`config.mk`:
```
export PLATFORM = sky130hd
export DESIGN_NAME = lgc_mode_filter
export DESIGN_NICKNAME = d
export VERILOG_FILES = /design/src/rtl/lgc_mode_filter.sv
export SDC_FILE = /design/constraint.sdc
export NUM_CORES = 1
export LEC_CHECK = 0
export BUFFER_PORTS_ARGS = -buffer_cell sky130_fd_sc_hd__buf_4
export CAP_MARGIN = 20
export CORE_ASPECT_RATIO = 0.7
export CORE_MARGIN = 2
export CORE_UTILIZATION = 38
export DETAILED_ROUTE_END_ITERATION = 10
export PLACE_DENSITY = 0.73
export SYNTH_ARGS = -nofsm -noshare
export SYNTH_HDL_FRONTEND = slang
export SYNTH_SLANG_ARGS = --single-unit
```
`constraint.sdc`:
```
create_clock -name clk -period 0.8 [get_ports clk]
set_input_delay 0.16 -clock clk [delete_from_list [all_inputs] [get_ports clk]]
set_output_delay 0.16 -clock clk [all_outputs]
set_load 0.01 [all_outputs]
```
`src/rtl/lgc_mode_filter.sv`:
```
module lgc_mode_filter #(
  parameter int unsigned            SR_W      = 32,
  parameter int unsigned            MODE_LO   = 2,
  parameter int unsigned            MODE_HI   = 4,
  parameter logic [SR_W-1:0]        RESET_VAL = 32'h0000_0003
) (
  input  logic            clk,
  input  logic            rst,
  input  logic            prog_wide,
  input  logic            we,
  input  logic [SR_W-1:0] wdata,
  output logic [SR_W-1:0] sr_q
);
  logic [SR_W-1:0] sr_d;

  for (genvar b = 0; b < SR_W; b++) begin : g_bit
    if (b >= MODE_LO && b <= MODE_HI) begin : g_locked
      assign sr_d[b] = (we && prog_wide) ? wdata[b] : sr_q[b];
    end else begin : g_free
      assign sr_d[b] = we ? wdata[b] : sr_q[b];
    end
  end

  always_ff @(posedge clk) begin
    if (rst) sr_q <= RESET_VAL;
    else     sr_q <= sr_d;
  end

  // locked mode bits hold across a narrow-configuration write
  p_mode_lock_r9: assert property (@(posedge clk) disable iff (rst)
    (we && !prog_wide) |=> (sr_q[MODE_HI:MODE_LO] == $past(sr_q[MODE_HI:MODE_LO])));

  // full-width configuration loads the written value
  p_full_write_r10: assert property (@(posedge clk) disable iff (rst)
    (we && prog_wide) |=> (sr_q == $past(wdata)));
endmodule

```
-- Yosys cells after proc, flatten, opt, wreduce, memory -nomap -nowiden
Index checks and enable logic that the tools add are counted.
- reductions and logical operators: 1
- operators with widths (kind ; number):
    1-bit logical AND ; 1
- flip-flop bits (word level): 32
- bits of input ports: 36
- output and inout bits: 32
- word-level logic and storage cells: 3

-- Depth between registers and ports, before layout
Gate-level depths: netlist of the first run.
- depth in word-level cells: 1
- mapped depth: 4
- mapped depth without buffers: 2

-- Least setup slack after synthesis of the first run
OpenSTA, ideal clock, no wires.
- path type: input to register
- start point: input port we
- end point: register sr_q[0]
- library setup time: 0.120 ns
- arrival time: 0.661 ns
- required time: 0.680 ns
- setup slack: 0.020 ns
- stages: 3
- path buffers: 2
- cells stage by stage: buf_6 -> buf_12 -> a211o_1
- RTL lines (element ; RTL line ; text):
    start, declared ; 10 ; input logic we,
    end signal, assigned ; 26 ; else sr_q <= sr_d;
    end, declared ; 12 ; output logic [SR_W-1:0] sr_q
No word-level cell between the ends.

-- Worst setup path after layout of the first run
- start point: register sr_q[26]
- end point: output port sr_q[26]
No word-level cell between the ends.

==> results of run 1 <==
==> per-stage QoR <==
stage          total power, mW  area, um^2
2_1_floorplan             2.04        1190
3_3_place_gp              2.30        1670
3_5_place_dp              2.32        1670
4_1_cts                   3.68        1920
5_1_grt                   3.81        1930
6_report                  3.63        1930
==> synthesized netlist by cell type <==
library cell and count:
mux2i_1 27, a211o_1 2, dfxtp_1 32, a21bo_2 3, nand3_1 3, clkbuf_1 2, buf_12 3, nor2b_1 2
buf_2 1, a21oi_1 3, buf_6 1, nor2_1 27
==> cell families after synthesis <==
kind of cell | Yosys count | synth area share, %
AOI/OAI and AO/OA | 8 | 5.27
and+or+nand+nor | 32 | 10.9
DFF | 32 | 54.0
muxes | 27 | 22.8
buffers and inverters | 7 | 7.07
==> power by group through the flow <==
| stage | Combinational, mW | Sequential (mW) | Clock, mW |
|---|---|---|---|
| after CTS | 0.603 | 1.77 | 1.30 |
| after global placement | 0.535 | 1.77 | 0 |
| after floorplan | 0.224 | 1.81 | 0 |
| after detailed placement | 0.547 | 1.77 | 0 |
| final | 0.603 | 1.77 | 1.26 |
| after global routing | 0.652 | 1.79 | 1.37 |
==> placed cells by master (no fill, tap or decap) <==
cell type   n
a21oi_1     3
nand3_1     3
clkbuf_8    6
buf_4      35
dfxtp_2    32
a211o_1     2
buf_6      33
mux2i_1    27
nor2b_1     2
a21bo_2     3
clkinv_2    2
nor2_1     27
buf_12      1
==> final cells by class <==
cell class | instances | area (um^2) | area share [%]
Clock buffer | 6 | 82.6 | 4.27
Clock inverter | 2 | 10.0 | 0.517
Multi-Input combinational cell | 67 | 462 | 23.9
Sequential cell | 32 | 681 | 35.2
Tap cell | 36 | 45.0 | 2.33
Timing Repair Buffer | 69 | 654 | 33.8
==> worst register-to-register path, cell delays in order (launching register included) <==
cell and delay, ns:
dfxtp_2 0.33, nor2b_1 0.12, a211o_1 0.22
==> worst paths after layout <==
check | to
max | sr_q[26]
min | sr_q[1]
max reg2reg | sr_q[0]
min reg2reg | sr_q[18]
==> layer usage <==
layer | vias up | global-route usage [%] | routed length, um
met3 | 6 | 7.83 | 320
li1 | 495 | - | -
met1 | 435 | 17.7 | 1070
met5 | - | 0 | 0
met4 | 0 | 9.43 | 51
met2 | 52 | 25.1 | 1180
==> timing repair <==
action,in CTS,in global routing
resized for setup,64,1
gates cloned,0,0
hold buffers,0,0
setup endpoints to repair,32,37
pin swaps,0,0
setup buffers,0,1
==> metrics, run 1 <==
first-pass GRT wire length 4320 um; Reg power frac 48.8%; aggregate negative setup slack -2.51 ns; flops & latches, synth 32; Max IR drop VDD 1.12 mV; min-delay worst type in2reg; reg2reg start sr_q[0]; total CTS buffers 5; Post-Syn Instances about 110; routed via count 988; Top delay family on crit path flip-flops; antenna violations before repair 0; worst-path fanout max 2; instance count on the critical path 1; pre-CTS setup slack -0.249 ns; Syn Area/Cell roughly 11 um^2; fin. max-slew vios 0; failing checks setup timing; dpl cells between 200 and 250; drt total wl about 2600 um; Slew @ Worst Pin roughly 0.38 ns; number of global-route vias before repair just under 1000; Hold Crit Start wdata[1]; share of layout cells above drive strength 1 between 60% and 70%; Area contributors post-synth dfxtp_1 (54%), mux2i_1 (23%), nor2_1 (8.5%), buf_12 (5.1%), a21bo_2 (2.5%); post-layout util between 60% and 70%; Worst Hold Depth 2; Setup crit start kind register; Slowest-stage cell, CP dfxtp_2; register area share after synthesis approximately 54%; worst endpoint required time roughly 0.64 ns; Routed wire per std cell ~12 um; fill count around 240; Chip Width about 70 um; Max Clk Rate 1130 MHz; area leader, netlist dfxtp_1; remaining global-route overflow 0; Sw Share roughly a quarter; Setup Skew 0 ns; DIE AREA approximately 0.0036 mm^2; endpoints failing setup 32; Clock Latency Late Sink 0.28 ns; Cell variety after synth 12; Final Hold Fails 0; Worst-path clk slew approximately 0.070 ns; synthesized area 0.00119 mm^2; largest registers sr_q (32); core area approximately 0.0029 mm^2; Die Span Y ~50 um; TritonCTS Sinks 32; GRT Total Usage 16.0%; Final HPWL DP around 1900 um; Finished Layout Cells roughly 210; final worst path period need 0.887 ns; Placer Congestion between 0.7 and 0.8; Lkg Pwr 0.943 nW; CP endpoint kind output pin; post-route ant nets 0; IO Port Bufs 67; max_cap viols 0; nets@finish 211; clock share of power 34.6%; Largest Register sr_q; period utilization 111%; relative slew slack around three quarters; CP peak stage delay 0.33 ns; Int Pwr about 2.8 mW; status complete, but fails checks; Cell Chain, Critical Path buf_6; TritonRoute pass-1 iters 4; Power Density 1880 mW/mm^2; yosys warns 0; I/O pin count 68; RSZ-0062 raised after global routing yes; syn_nets ~140; CTS tree built; Worst Setup SP sr_q[26]; smallest hold slack between 0.07 and 0.08 ns; Initial DRC Count 32; # diodes 0; Max clock buf depth 2; Layout area overhead 63.1%; flip-flop count of the largest register after layout 32; top cell type's share of synthesized area approximately 54%; Crit Path Class reg2out; CP bufs+invs 1; Comb pwr share 16.6%; CTS Root Cell clkbuf_8; Worst Setup Slack, final -0.0865 ns; Data arrival, critical path 0.73 ns; row count 16; Post-route DRC 0; H-Tree Depth 2; pin count of the biggest net entering global routing 38; reg2reg setup slack around 0.02 ns; Initial Util between 40% and 50%; R2R depth 2; Vias/cell ~4.7; net switching power about 0.86 mW
No activity file was read; power rests on OpenSTA's default activity.
==> inputs of run 2 (changes only) <==
--- a/config.mk
+++ b/config.mk
@@ -5,6 +5,7 @@
 export SDC_FILE = /design/constraint.sdc
 export NUM_CORES = 1
 export LEC_CHECK = 0
+export ABC_AREA = 1
 export BUFFER_PORTS_ARGS = -buffer_cell sky130_fd_sc_hd__buf_4
 export CAP_MARGIN = 20
 export CORE_ASPECT_RATIO = 0.7
==> run 2 against run 1 <==
Flip-flop and latch count unchanged. Highest routed layer unchanged. Critical endpoint is now sr_q[20]. Core utilization up 3.7 points. Hold slack better by 0.031 ns. The flow still finishes with violations (setup timing).
==> metrics, run 2 <==
top post-synthesis cells by count nor2_1 (60), dfxtp_1 (32), o21ai_1 (18); Initial Util 40.3% (-0.81 points); fin area 0.00200 mm^2 (+3.3%); Vias/cell 4.57 (-2.0%); Die Span Y 49.8 um (-1.9%); relative slew slack 88.4% (+14 points); CP bufs+invs 1 (unchanged); period utilization 110% (-1.3 points); Post-Syn Instances 146 (+38%); clock share of power 29.2% (-5.4 points); Top delay family on crit path flip-flops; synthesized area 0.00114 mm^2 (-4.0%); endpoints failing setup 32 (unchanged); routed via count 1160 (+17%); row count 16 (unchanged); flops & latches, synth 32 (unchanged); area leader, netlist dfxtp_1; most common cell in the netlist nor2_1; complex-gate fraction of the synthesized area 11.9% (+6.6 points); TritonRoute pass-1 iters 4 (unchanged); share of layout cells above drive strength 1 53.2% (-10 points); largest registers sr_q (32); H-Tree Depth 2 (unchanged); CTS tree built; most common cell after layout, fill and taps aside nor2_1; core area 0.00282 mm^2 (-2.1%); Final HPWL DP 2130 um (+14%); Slowest-stage cell, CP dfxtp_2; Post-route DRC 0 (unchanged); Max clock buf depth 2 (unchanged); Sw Share 23.7% (about the same); Area contributors post-synth dfxtp_1 (56%), nor2_1 (20%), o21ai_1 (7.9%), o21ai_0 (4.0%), nand2_1 (3.3%); worst-path fanout max 2 (unchanged); Reg power frac 50.6% (+1.8 points); first-pass GRT wire length 5000 um (+16%); I/O pin count 68 (unchanged); Layout area overhead 75.5%; drt total wl 2970 um (+13%); Cell variety after synth 12 (unchanged); IO Port Bufs 67 (unchanged); failing checks setup timing; number of global-route vias before repair 1169 (+21%); register area share after synthesis 56.3% (+2.3 points); min-delay worst type in2reg; post-route ant nets 0 (unchanged); final worst path period need 0.876 ns (-0.0102 ns); syn_nets 182 (+28%); CP endpoint kind output pin; smallest hold slack 0.108 ns (+0.0314 ns); pin count of the biggest net entering global routing 20 (-47%); net switching power 0.846 mW (-1.5%); Post-Synth Simple-Gate Area 24.9% (+14 points); max_cap viols 0 (unchanged); GRT Total Usage 18.6% (+2.6 points); Placement Cell Area 0.00175 mm^2 (+4.6%); Int Pwr 2.73 mW (-1.6%); nets@finish 256 (+21%); Setup crit start kind register; most frequent cells in the layout nor2_1 (60), buf_4 (38), buf_6 (32), dfxtp_2 (32), o21ai_1 (18); Post-Synth XOR/XNOR Area 0% (unchanged); Placer Congestion 0.796 (+3.1%); Power Density 1790 mW/mm^2 (-4.7%); CTS Root Cell clkbuf_8; yosys warns 0 (unchanged); multiplexer share of the synthesized area 0% (-23 points); Comb pwr share 20.2% (+3.6 points); remaining global-route overflow 0 (unchanged); status complete, but fails checks; Lkg Pwr 0.967 nW (+2.5%); top cell type's share of synthesized area 56.3% (+2.3 points); main combinational cell family by area after synthesis simple AND/OR/NAND/NOR gates; asr flop ratio synth 0% (unchanged); Setup Skew 0 ns (unchanged); Worst Setup Slack, final -0.0763 ns (+0.0102 ns); Max Clk Rate 1140 MHz (+1.2%); Data arrival, critical path 0.72 ns (about the same); antenna violations before repair 0 (unchanged); EDFF count, synth 0 (unchanged); Chip Width 69.4 um (-1.9%); Post-Synth Adder-Cell Area 0% (unchanged); flip-flop count of the largest register after layout 32 (unchanged); TritonCTS Sinks 32 (unchanged); Worst-path clk slew 0.06 ns (about the same); fin. max-slew vios 0 (unchanged); total CTS buffers 5 (unchanged); Largest Register sr_q; Crit Path Class reg2out; Initial DRC Count 42 (+31%); Cell Chain, Critical Path buf_6; Max IR drop VDD 1.08 mV (-3.2%); Clock Latency Late Sink 0.27 ns (about the same); Slew @ Worst Pin 0.172 ns (-0.206 ns); Routed wire per std cell 11.7 um (-5.6%); Syn Area/Cell 7.80 um^2 (-30%); DIE AREA 0.00346 mm^2 (-3.7%); # diodes 0 (unchanged); worst endpoint required time 0.64 ns (about the same); Final Hold Fails 0 (unchanged); ys flop type dfxtp_1; RSZ-0062 raised after global routing yes; CP peak stage delay 0.34 ns (about the same)
[run 2: path summary, 6_finish.rpt]
path,depth (start not counted),startpoint,to,slack (ns)
max,1,sr_q[20],sr_q[20],-0.08
min,3,wdata[21],sr_q[21],0.11
max reg2reg,3,sr_q[9],sr_q[9],0.07
min reg2reg,2,sr_q[1],sr_q[1],0.46
[run 2: per-stage QoR]
stage | std cells | utilization [%] | setup TNS [ns] | setup slack [ns] | total power, mW
2_1_floorplan | 146 | - | 0 | 0.147 | 2.05
3_3_place_gp | 246 | 61.9 | 0 | 0.0328 | 2.42
3_5_place_dp | 246 | 61.9 | 0 | 0.00914 | 2.44
4_1_cts | 253 | 70.5 | -2.41 | -0.0858 | 3.62
5_1_grt | 254 | 70.8 | -2.90 | -0.104 | 3.76
6_report | 254 | 70.8 | -2.09 | -0.0763 | 3.58
[run 2: layout make-up]
| class | instances | area, um^2 |
|---|---|---|
| Timing Repair Buffer | 76 | 766 |
| Clock buffer | 5 | 68.8 |
| Inverter | 5 | 18.8 |
| Sequential cell | 32 | 681 |
| Tap cell | 36 | 45.0 |
| Fill cell | 233 | 825 |
| Multi-Input combinational cell | 100 | 419 |
[run 2: cells by family after synthesis]
| kind of cell | after synthesis |
|---|---|
| AND/OR/NAND/NOR | 73 |
| flip-flops | 32 |
| AO/OA/AOI/OAI | 27 |
| buffers and inverters | 14 |
[run 2: worst min-delay path, cell delays in order]
cell and delay (ns):
buf_4 0.08, nor2_1 0.03, nor2_1 0.08
[run 2: what timing repair did]
action,CTS,global route
setup endpoints to repair,32,32
resized for setup,64,0
gates cloned,0,0
setup buffers,2,1
hold buffers,0,0
[run 2: power groups by stage]
stage | combinational, mW | clock, mW | sequential, mW
after floorplan | 0.202 | 0 | 1.85
after global placement | 0.631 | 0 | 1.79
after detailed placement | 0.645 | 0 | 1.80
after CTS | 0.722 | 1.09 | 1.81
after global routing | 0.787 | 1.15 | 1.82
final | 0.722 | 1.05 | 1.81
[run 2: routing by layer]
layer,vias to the layer above,global-route usage [%],share of wire (%)
met1,510,19.4,41
li1,600,-,-
met4,0,7.84,1.3
met3,5,7.98,8.7
met2,45,33.2,49
met5,-,0,0
==> inputs of run 3 (changes only) <==
--- a/config.mk
+++ b/config.mk
@@ -10,9 +10,9 @@
 export CAP_MARGIN = 20
 export CORE_ASPECT_RATIO = 0.7
 export CORE_MARGIN = 2
-export CORE_UTILIZATION = 38
+export CORE_UTILIZATION = 42
 export DETAILED_ROUTE_END_ITERATION = 10
-export PLACE_DENSITY = 0.73
+export PLACE_DENSITY = 0.77
 export SYNTH_ARGS = -nofsm -noshare
 export SYNTH_HDL_FRONTEND = slang
 export SYNTH_SLANG_ARGS = --single-unit
==> constraint.sdc (replaced) <==
create_clock -name clk -period 0.95 [get_ports clk]
set_input_delay 0.19 -clock clk [delete_from_list [all_inputs] [get_ports clk]]
set_output_delay 0.19 -clock clk [all_outputs]
set_load 0.01 [all_outputs]
==> run 3 against run 2 <==
The flow now finishes without violations. Via count increased by 2.0%. Flip-flop and latch count unchanged. Largest cell class is now flip-flops and latches. Largest power group unchanged. Critical path depth unchanged. Critical path type unchanged.
==> metrics, run 3 (synthesis results as in run 2) <==
status finished, final reports clean; Slowest-stage cell, CP dfxtp_2; RSZ-0062 raised after global routing no; Placement Cell Area 0.00169 mm^2 (-3.4%); Routed wire per std cell 12.2 um (+4.2%); Data arrival, critical path 0.75 ns (+0.03 ns); Worst-path clk slew 0.07 ns (about the same); min-delay worst type in2reg; # diodes 0 (unchanged); Chip Width 66.2 um (-4.6%); Crit Path Class reg2out; Post-route DRC 0 (unchanged); Die Span Y 47.6 um (-4.5%); Lkg Pwr 0.920 nW (-4.9%); relative slew slack 86.4% (-2.0 points); Max clock buf depth 2 (unchanged); worst-path fanout max 2 (unchanged); Largest Register sr_q; routed via count 1183 (+2.0%); aggregate negative setup slack 0 ns (+2.09 ns); number of global-route vias before repair 1100 (-5.9%); pin count of the biggest net entering global routing 27 (+35%); Vias/cell 4.69 (+2.8%); clock share of power 38.4% (+9.2 points); largest registers sr_q (32); fin area 0.00184 mm^2 (-8.1%); Placer Congestion 0.740 (-7.1%); I/O pin count 68 (unchanged); Cell Chain, Critical Path buf_4; fin. max-slew vios 0 (unchanged); core area 0.00251 mm^2 (-11%); Power Density 1790 mW/mm^2 (-0.10%); first-pass GRT wire length 4690 um (-6.2%); Final HPWL DP 2200 um (+3.4%); Max IR drop VDD 1.16 mV (+7.3%); drt total wl 3070 um (+3.4%); Post-CTS Hold Buffers 0 (unchanged); post-layout util 73.0% (+2.2 points); flip-flop count of the largest register after layout 32 (unchanged); Final Hold Fails 0 (unchanged); CP endpoint kind output pin; antenna violations before repair 0 (unchanged); Clock Latency Late Sink 0.28 ns (about the same); nets@finish 253 (-1.2%); Setup Skew 0 ns (unchanged); Layout area overhead 61.2%; CP bufs+invs 1 (unchanged); Int Pwr 2.52 mW (-7.9%); most frequent cells in the layout buf_4 (70), nor2_1 (60), dfxtp_2 (24); CTS Root Cell clkbuf_8; remaining global-route overflow 0 (unchanged); Max Clk Rate 1060 MHz; IO Port Bufs 67 (unchanged); endpoints failing setup 0 (-100%); most common cell after layout, fill and taps aside buf_4; pre-CTS setup slack 0.0673 ns (+0.0582 ns); Initial DRC Count 49 (+17%); period utilization slightly below 100%; TritonRoute pass-1 iters 4 (unchanged); Setup crit start kind register; DIE AREA 0.00315 mm^2 (-8.9%); GRT Total Usage 20.4% (+1.8 points); post-route ant nets 0 (unchanged); row count 15 (-1); Reg power frac 45.8% (-4.8 points); final worst path period need between 0.9 and 1 ns; max_cap viols 0 (unchanged); total CTS buffers 5 (unchanged); Top delay family on crit path flip-flops; Comb pwr share 15.9% (-4.3 points); Worst Setup Slack, final 0.00689 ns (+0.0832 ns); net switching power 0.766 mW (-9.5%); worst endpoint required time 0.76 ns (+0.12 ns); Sw Share 23.3% (-0.31 points); CTS tree built; TritonCTS Sinks 32 (unchanged); smallest hold slack 0.117 ns (+0.00892 ns); CP peak stage delay 0.33 ns (about the same); share of layout cells above drive strength 1 49.1% (-4.1 points); H-Tree Depth 2 (unchanged); Slew @ Worst Pin 0.202 ns (+0.0301 ns); Initial Util 45.3% (+4.9 points)
## run 3: cell type report
cell class	instances	area, um^2
Timing Repair Buffer	73	577
Sequential cell	32	671
Clock inverter	2	35.0
Clock buffer	6	72.6
Multi-Input combinational cell	100	419
Inverter	5	18.8
Tap cell	34	42.5
Fill cell	219	679
## run 3: worst register-to-register path, stage by stage, from the launching register on
cell,delay [ns]
dfxtp_2,0.33
buf_4,0.12
o21ai_1,0.11
nor2_1,0.05
## run 3: routing by layer
layer  vias to the layer above  global-route usage, %  wire length [um]
met5                         -                      0                 0
met4                         0                   11.4                44
met3                         6                   5.41               236
met2                        45                   36.4              1540
met1                       532                   23.1              1250
li1                        600                      -                 -
## run 3: metrics by stage
step / power [mW] / std cells
5_1_grt: 3.42 / 252
4_1_cts: 3.30 / 251
6_report: 3.28 / 252
2_1_floorplan: 1.72 / 146
3_3_place_gp: 2.01 / 243
3_5_place_dp: 2.03 / 243
## run 3: worst paths after layout
path | start | endpoint | slack, ns | cells past startpoint
max | sr_q[19] | sr_q[19] | 0.007 | 1
max reg2reg | sr_q[19] | sr_q[19] | 0.24 | 3
min reg2reg | sr_q[1] | sr_q[1] | 0.45 | 2
min | wdata[1] | sr_q[1] | 0.12 | 3
## run 3: power by group through the flow
stage          sequential (mW)  combinational, mW  clock (mW)
2_1_floorplan             1.55              0.170           0
3_3_place_gp              1.51              0.500           0
3_5_place_dp              1.52              0.513           0
4_1_cts                   1.49              0.518        1.29
5_1_grt                   1.51              0.573        1.34
6_report                  1.50              0.520        1.26
## run 3: timing repair
item                                    in CTS  in global routing
gates cloned                                 0                  0
endpoints found under the setup margin       4                 21
buffers inserted                             0                  1
resized for setup                            4                 21
